### config.mk
export PLATFORM = sky130hd
export DESIGN_NAME = cyc_hs_switch
export DESIGN_NICKNAME = d
export VERILOG_FILES = /design/src/rtl/hs_pkg.sv /design/src/rtl/hs_cycle_timer.sv /design/src/rtl/hs_wake_sampler.sv /design/src/rtl/hs_fault_ctl.sv /design/src/rtl/cyc_hs_switch.sv
export SDC_FILE = /design/constraint.sdc
export NUM_CORES = 1
export LEC_CHECK = 0
export BUFFER_PORTS_ARGS = -buffer_cell sky130_fd_sc_hd__buf_2
export CAP_MARGIN = 20
export CORE_MARGIN = 2
export CORE_UTILIZATION = 58
export CTS_CLUSTER_SIZE = 12
export DETAILED_ROUTE_END_ITERATION = 6
export HOLD_SLACK_MARGIN = 0.03
export PLACE_DENSITY = 0.92
export SLEW_MARGIN = 20
export SYNTH_ARGS = -nofsm -noshare
export SYNTH_HDL_FRONTEND = slang
export SYNTH_SLANG_ARGS = --single-unit
### constraint.sdc
create_clock -name clk_i -period 4.7 [get_ports clk_i]
set_input_delay 0.705 -clock clk_i [delete_from_list [all_inputs] [get_ports clk_i]]
set_output_delay 0.705 -clock clk_i [all_outputs]
set_load 0.005 [all_outputs]
### src/rtl/hs_pkg.sv
package hs_pkg;
  typedef enum logic [1:0] {
    HS_OFF   = 2'b00,
    HS_ON    = 2'b01,
    HS_CYC_A = 2'b10,
    HS_CYC_B = 2'b11
  } hs_mode_e;

  localparam logic [2:0] RSRC_NONE    = 3'b000;
  localparam logic [2:0] RSRC_SW_LOST = 3'b101;
endpackage

### src/rtl/hs_cycle_timer.sv
module hs_cycle_timer
  import hs_pkg::*;
#(
  parameter int PER_A     = 500,
  parameter int PER_B     = 1000,
  parameter int ON_TICKS  = 12,
  parameter int SAMPLE_AT = 10
) (
  input  logic     clk_i,
  input  logic     rst_ni,
  input  logic     tick_i,
  input  logic     restart_i,
  input  hs_mode_e mode_i,
  output logic     window_o,
  output logic     sample_o
);
  localparam int CW = $clog2(PER_B + 1);
  localparam logic [CW-1:0] LAST_A = CW'(PER_A - 1);
  localparam logic [CW-1:0] LAST_B = CW'(PER_B - 1);
  localparam logic [CW-1:0] ON_C   = CW'(ON_TICKS);
  localparam logic [CW-1:0] SMP_C  = CW'(SAMPLE_AT);

  logic [CW-1:0] cnt_q;
  logic [CW-1:0] last;
  logic          cyclic;

  assign cyclic = mode_i[1];
  assign last   = (mode_i == HS_CYC_B) ? LAST_B : LAST_A;

  always_ff @(posedge clk_i or negedge rst_ni) begin
    if (!rst_ni)                 cnt_q <= '0;
    else if (restart_i || !cyclic) cnt_q <= '0;
    else if (tick_i)             cnt_q <= (cnt_q == last) ? '0 : cnt_q + 1'b1;
  end

  assign window_o = cyclic && (cnt_q < ON_C);
  assign sample_o = cyclic && tick_i && !restart_i && (cnt_q == SMP_C);
endmodule

### src/rtl/hs_wake_sampler.sv
module hs_wake_sampler #(
  parameter int SYNC_STAGES = 2
) (
  input  logic clk_i,
  input  logic rst_ni,
  input  logic restart_i,
  input  logic sample_i,
  input  logic enable_i,
  input  logic pin_i,
  output logic wake_o
);
  logic [SYNC_STAGES-1:0] sync_q;
  logic ref_q, ref_vld_q, wake_q;
  logic take;

  generate
    if (SYNC_STAGES == 1) begin : g_one
      always_ff @(posedge clk_i or negedge rst_ni)
        if (!rst_ni) sync_q <= '0;
        else         sync_q <= pin_i;
    end else begin : g_chain
      always_ff @(posedge clk_i or negedge rst_ni)
        if (!rst_ni) sync_q <= '0;
        else         sync_q <= {sync_q[SYNC_STAGES-2:0], pin_i};
    end
  endgenerate

  assign take = sample_i && enable_i;

  always_ff @(posedge clk_i or negedge rst_ni) begin
    if (!rst_ni) begin
      ref_q     <= 1'b0;
      ref_vld_q <= 1'b0;
      wake_q    <= 1'b0;
    end else if (restart_i) begin
      ref_vld_q <= 1'b0;
      wake_q    <= 1'b0;
    end else begin
      wake_q <= take && ref_vld_q && (sync_q[SYNC_STAGES-1] != ref_q);
      if (take) begin
        ref_q     <= sync_q[SYNC_STAGES-1];
        ref_vld_q <= 1'b1;
      end
    end
  end

  assign wake_o = wake_q;
endmodule

### src/rtl/hs_fault_ctl.sv
module hs_fault_ctl
  import hs_pkg::*;
(
  input  logic       clk_i,
  input  logic       rst_ni,
  input  logic       rearm_i,
  input  logic       ovld_i,
  input  logic       drive_i,
  input  logic       irq_en_i,
  input  logic       sleep_i,
  output logic       latched_o,
  output logic       irq_o,
  output logic       force_wake_o,
  output logic [2:0] rst_src_o
);
  logic trip;
  logic latch_q, irq_q, fw_q;
  logic [2:0] src_q;

  // an overload only counts while the switch is actually driven
  assign trip = ovld_i && drive_i && !rearm_i;

  always_ff @(posedge clk_i or negedge rst_ni) begin
    if (!rst_ni) begin
      latch_q <= 1'b0;
      irq_q   <= 1'b0;
      fw_q    <= 1'b0;
      src_q   <= RSRC_NONE;
    end else begin
      irq_q <= trip && irq_en_i;
      fw_q  <= trip && sleep_i;
      if (rearm_i) begin
        latch_q <= 1'b0;
        src_q   <= RSRC_NONE;
      end else if (trip) begin
        latch_q <= 1'b1;
        if (sleep_i) src_q <= RSRC_SW_LOST;
      end
    end
  end

  assign latched_o    = latch_q;
  assign irq_o        = irq_q;
  assign force_wake_o = fw_q;
  assign rst_src_o    = src_q;
endmodule

### src/rtl/cyc_hs_switch.sv
module cyc_hs_switch
  import hs_pkg::*;
#(
  parameter int PER_A       = 500,
  parameter int PER_B       = 1000,
  parameter int ON_TICKS    = 12,
  parameter int SAMPLE_AT   = 10,
  parameter int SYNC_STAGES = 2
) (
  input  logic       clk_i,
  input  logic       rst_ni,
  input  logic       tick_i,
  input  logic [1:0] mode_i,
  input  logic       mode_wr_i,
  input  logic       irq_en_i,
  input  logic       sleep_i,
  input  logic       ovld_i,
  input  logic       wake_pin_i,
  output logic       sw_en_o,
  output logic       sw_ok_o,
  output logic       irq_o,
  output logic       wake_o,
  output logic       force_wake_o,
  output logic [2:0] rst_src_o
);
  hs_mode_e mode_q;
  logic window, sample, latched, drive;

  always_ff @(posedge clk_i or negedge rst_ni) begin
    if (!rst_ni)        mode_q <= HS_OFF;
    else if (mode_wr_i) mode_q <= hs_mode_e'(mode_i);
  end

  hs_cycle_timer #(
    .PER_A(PER_A), .PER_B(PER_B), .ON_TICKS(ON_TICKS), .SAMPLE_AT(SAMPLE_AT)
  ) u_timer (
    .clk_i(clk_i), .rst_ni(rst_ni), .tick_i(tick_i), .restart_i(mode_wr_i),
    .mode_i(mode_q), .window_o(window), .sample_o(sample)
  );

  assign drive = !latched && ((mode_q == HS_ON) || window);

  hs_fault_ctl u_fault (
    .clk_i(clk_i), .rst_ni(rst_ni), .rearm_i(mode_wr_i), .ovld_i(ovld_i),
    .drive_i(drive), .irq_en_i(irq_en_i), .sleep_i(sleep_i),
    .latched_o(latched), .irq_o(irq_o), .force_wake_o(force_wake_o),
    .rst_src_o(rst_src_o)
  );

  hs_wake_sampler #(.SYNC_STAGES(SYNC_STAGES)) u_wake (
    .clk_i(clk_i), .rst_ni(rst_ni), .restart_i(mode_wr_i), .sample_i(sample),
    .enable_i(!latched), .pin_i(wake_pin_i), .wake_o(wake_o)
  );

  assign sw_en_o = drive;
  assign sw_ok_o = !latched;
endmodule

==> results <==
- Yosys mapped a number of flops with a built-in enable equal to 0.
- The number of setup buffers added after CTS is 0.
- The area of the die is 0.00223 sq mm.
- The combined buffer and inverter count along the critical path is 1.
- Summed over all instances, the cell type with the most area after synthesis is sky130_fd_sc_hd__dfrtp_1.
- After detailed placement, the design holds a cell count of 140.
- Ranked by instance count, the synthesized netlist is headed by sky130_fd_sc_hd__dfrtp_1 (21), sky130_fd_sc_hd__nand3_1 (11), sky130_fd_sc_hd__nand2_1 (10).
- The main combinational cell family by area after synthesis is simple AND/OR/NAND/NOR gates.
- The xor/xnor share of the synthesized area is 2.42%.
- The average routed wire per standard cell is roughly 13 microns.
- The path class of the tightest hold or removal check is primary input to asynchronous set/reset pin.
- The number of rows created at floorplan is 15.
- The layout overhead on the synthesized area is 8.20%.
- In this run the remaining antenna-violating nets after routing total 0.
- The routability congestion estimate from global placement is 0.873.
- The cell with the most instances after synthesis is sky130_fd_sc_hd__dfrtp_1.
- The vertical die dimension is 47.2 microns.
- The slowest stage of the critical path is the sky130_fd_sc_hd__dfrtp_1 cell.
- The signal on the critical path passes through nor4_4 > nand4_1 > a21oi_2 > buf_2.
- During I/O placement, the number of pins put on the boundary was 18.
- The initial antenna violation count came to 0.
- The filler cell count in the final layout is about 150.
- In the synthesized netlist the dominant register cell turns out to be sky130_fd_sc_hd__dfrtp_1.
- After clock tree synthesis, the clock-pin slew on the worst setup and hold paths is ~0.12 ns.
- The slew at the pin closest to its max-slew limit is 0.646 ns.
- Summed over all failing endpoints, the final setup total negative slack is 0 ns.
- The sequential cells in the finished layout cover a total of roughly 530 sq um.
- The sort of element at the end of the critical path is an output port.
- In the final layout, the multi-input gates occupy 482 sq um.
- The proportion of synthesized area in mux cells is 4.39%.
- The critical path arrival is 1.63 ns.
- The clock tree from TritonCTS is yes.
- The mapped netlist covers 0.00108 sq mm.
- In this run the tightest slew margin relative to its limit is between 50% and 60%.
- The final standard cell area without fillers is 0.00117 sq mm.
- The maximum clock frequency is 428 MHz.
- In the post-synthesis netlist, the biggest area contributors are sky130_fd_sc_hd__dfrtp_1 (48%), sky130_fd_sc_hd__nand3_1 (5.1%), sky130_fd_sc_hd__nand2_1 (3.5%), sky130_fd_sc_hd__a22o_1 (3.2%), sky130_fd_sc_hd__inv_1 (2.4%).
- Max-cap violations in this run came to 0.
- Detailed placement ended at an HPWL of 1420 microns.
- Dividing the synthesized area by the synthesized cell count gives about 10 sq um.
- Summing the areas of all compound-gate instances in the mapped netlist gives between 10% and 20% of the synthesized area.
- The overall via count from detail_route is 801.
- The ratio of total power to cell area is 261 mW/mm^2.
- The number of buffers inserted by port buffering is 16.
- Setup repair after global routing left no endpoint under its margin.
- The delay of the slowest critical-path stage is about 0.52 ns.
- The critical path is of the register to output port type.
- Measured along the x axis, the die boundary spans 47.2 microns.
- Of all flip-flops after synthesis, the portion carrying an async set or reset was 100%.
- The number of warnings reported in the yosys synthesis log is 0.
- Of the total synthesized cell area, the portion taken by full adders, half adders and majority gates is 2.31%.
- The synthesized netlist net count is approximately 120.
- The net count of the finished layout is 132.
- The total wire length is 1920 microns.
- Of the synthesized area, sequential elements account for 48.5%.
- The average vias per placed instance is 5.56.
- The antenna diode count is 0.
- The floorplan step defined a core boundary enclosing between 0.0015 and 0.002 sq mm.
- Entering global routing, the biggest net connects 22 pins.
- The post-route clock skew is roughly 0.0096 ns.
- In this run the number of H-tree levels came out at 1.
- The worst setup path is launched from a register.
- After detailed routing, the number of remaining DRC violations is 0.
- The static leakage power is 0.584 nW.
- The synthesized instance count is 106.
- The total clock sinks is 21.
- The number of iterations in the first detailed-routing pass is 4.
- The final-report hold violation count came to 0.
- Of the total synthesized cell area, the portion taken by AND, OR, NAND and NOR gates is 23.8%.
- The total overflow left after global routing is 0.
- The fraction of synthesized cell area taken by the top area cell type is 48.5%.
- The library cell used as clock root buffer is sky130_fd_sc_hd__clkbuf_4.
- The number of different library cells in the post-synthesis netlist is 39.
- The first global-routing pass estimated 3170 microns of wire.
- In this run, post-CTS repair resized a total of 0 instances.
- The required time of the worst setup path is 3.99 ns.
- Setup violations remaining at the end of the flow were counted as 0.
- Of all nets on the critical path, the largest fanout is 8.
- In this run, CTS created clock tree buffers numbering 3.
- The peak supply drop is 0.000171 V.
- The flow ran to the end, and the final reports show no timing, DRC or antenna violations.
- The total global-route track usage is 20.6%.
- The minimum period implied by the final worst setup slack is 2.34 ns.
- After layout, the worst path uses roughly 50% of the clock period.
- No sink is reached through more buffers than the 2 on the longest clock path.
- The synthesized design contains 21 register bits.
- The total of hold buffers inserted after clock tree synthesis is 0.
- The starting DRC count in detailed routing is 14.
- The gate family responsible for the most delay along the worst path is flip-flops.
- Summing all placed instances gives a cell area of 0.00114 sq mm.
- The count of cells in the finished layout, fillers not included, comes to 144.
- The number of pins with negative max-slew slack in the final report is 0.
- The via count of the first global-routing pass is 695.
- For this configuration, the core starts out at a cell density of 62.1%.
- For the worst-skew pair, the clock arrives at the later sink with an insertion delay of approximately 0.30 ns.
- In the final layout, the share of cells above drive strength 1 is 25.2%.
- The total power after layout is 306 uW.
-- cells by family after synthesis --
group           after synthesis
flops                        21
xor+xnor                      3
buf+inv                      14
compound gates               16
simple gates                 45
fa+ha+maj                     2
other cells                   1
mux                           4
-- where the power goes --
part,switching [mW],leakage [nW],total [mW],internal [mW]
clock network,0.0534,0.0177,0.0852,0.0318
registers,0.00432,0.283,0.190,0.186
logic,0.0162,0.284,0.0302,0.0140
-- per-stage QoR --
step	utilization (%)	hold WS [ns]	worst slack [ns]
global route	67.2	0.356	2.25
finish	67.2	0.337	2.36
CTS	67.2	0.341	2.37
detailed placement	65.6	0.360	2.56
floorplan	-	0.331	2.94
global placement	65.6	0.338	2.70
-- final timing paths --
check                      cells past startpoint  slack (ns)                         start                            to
min                                            1        0.34                        rst_ni       u_wake.wake_o$_DFF_PN0_
max                                            4        2.36  u_timer.cnt_q[4]$_DFFE_PN0P_                       sw_en_o
min reg2reg                                    0        0.38    u_wake.sync_q[0]$_DFF_PN0_    u_wake.sync_q[1]$_DFF_PN0_
max in group asynchronous                      1        4.04                        rst_ni      u_wake.ref_q$_DFFE_PN0P_
min in group clk_i                             0        0.38    u_wake.sync_q[0]$_DFF_PN0_    u_wake.sync_q[1]$_DFF_PN0_
max reg2reg                                    4        2.93  u_timer.cnt_q[2]$_DFFE_PN0P_  u_timer.cnt_q[0]$_DFFE_PN0P_
-- sequential cells by signal (all words and copies together), names as in the netlist --
register,cells
u_fault.force_wake_o,1
mode_q,2
u_timer.cnt_q,10
u_wake.ref_q,1
u_wake.sync_q,2
u_wake.wake_o,1
u_fault.rst_src_o,1
u_fault.latched_o,1
u_fault.irq_o,1
u_wake.ref_vld_q,1
-- routing by layer --
layer	vias to the layer above	GRT usage [%]	wire, microns
met4	0	8.89	32
met5	-	0	0
met1	384	29.0	898
met2	22	31.1	922
met3	5	3.46	63
li1	390	-	-
-- final cells by class --
cell class | count | share of cell area, %
Sequential cell | 21 | 44.8
Multi-Input combinational cell | 71 | 41.1
Timing Repair Buffer | 16 | 6.83
Tap cell | 25 | 2.67
Inverter | 7 | 2.24
Clock buffer | 3 | 1.92
Clock inverter | 1 | 0.427
-- cell usage in the layout (no fill, tap or decap), types with 2 or more instances in the layout --
master                      n
sky130_fd_sc_hd__dfrtp_1   21
sky130_fd_sc_hd__buf_2     16
sky130_fd_sc_hd__nand3_1   11
sky130_fd_sc_hd__nand2_1   10
sky130_fd_sc_hd__inv_1      7
sky130_fd_sc_hd__nor2_1     4
sky130_fd_sc_hd__a22o_1     4
sky130_fd_sc_hd__nand4_1    3
sky130_fd_sc_hd__or3_1      3
sky130_fd_sc_hd__clkbuf_4   3
sky130_fd_sc_hd__and2_1     2
sky130_fd_sc_hd__xnor2_1    2
sky130_fd_sc_hd__nor3_1     2
sky130_fd_sc_hd__and3_1     2
sky130_fd_sc_hd__a21oi_1    2
sky130_fd_sc_hd__o21ai_1    2
sky130_fd_sc_hd__mux2_2     2
sky130_fd_sc_hd__o21ai_0    2
sky130_fd_sc_hd__ha_1       2
Note: power is estimated with default switching activity, not from simulation.
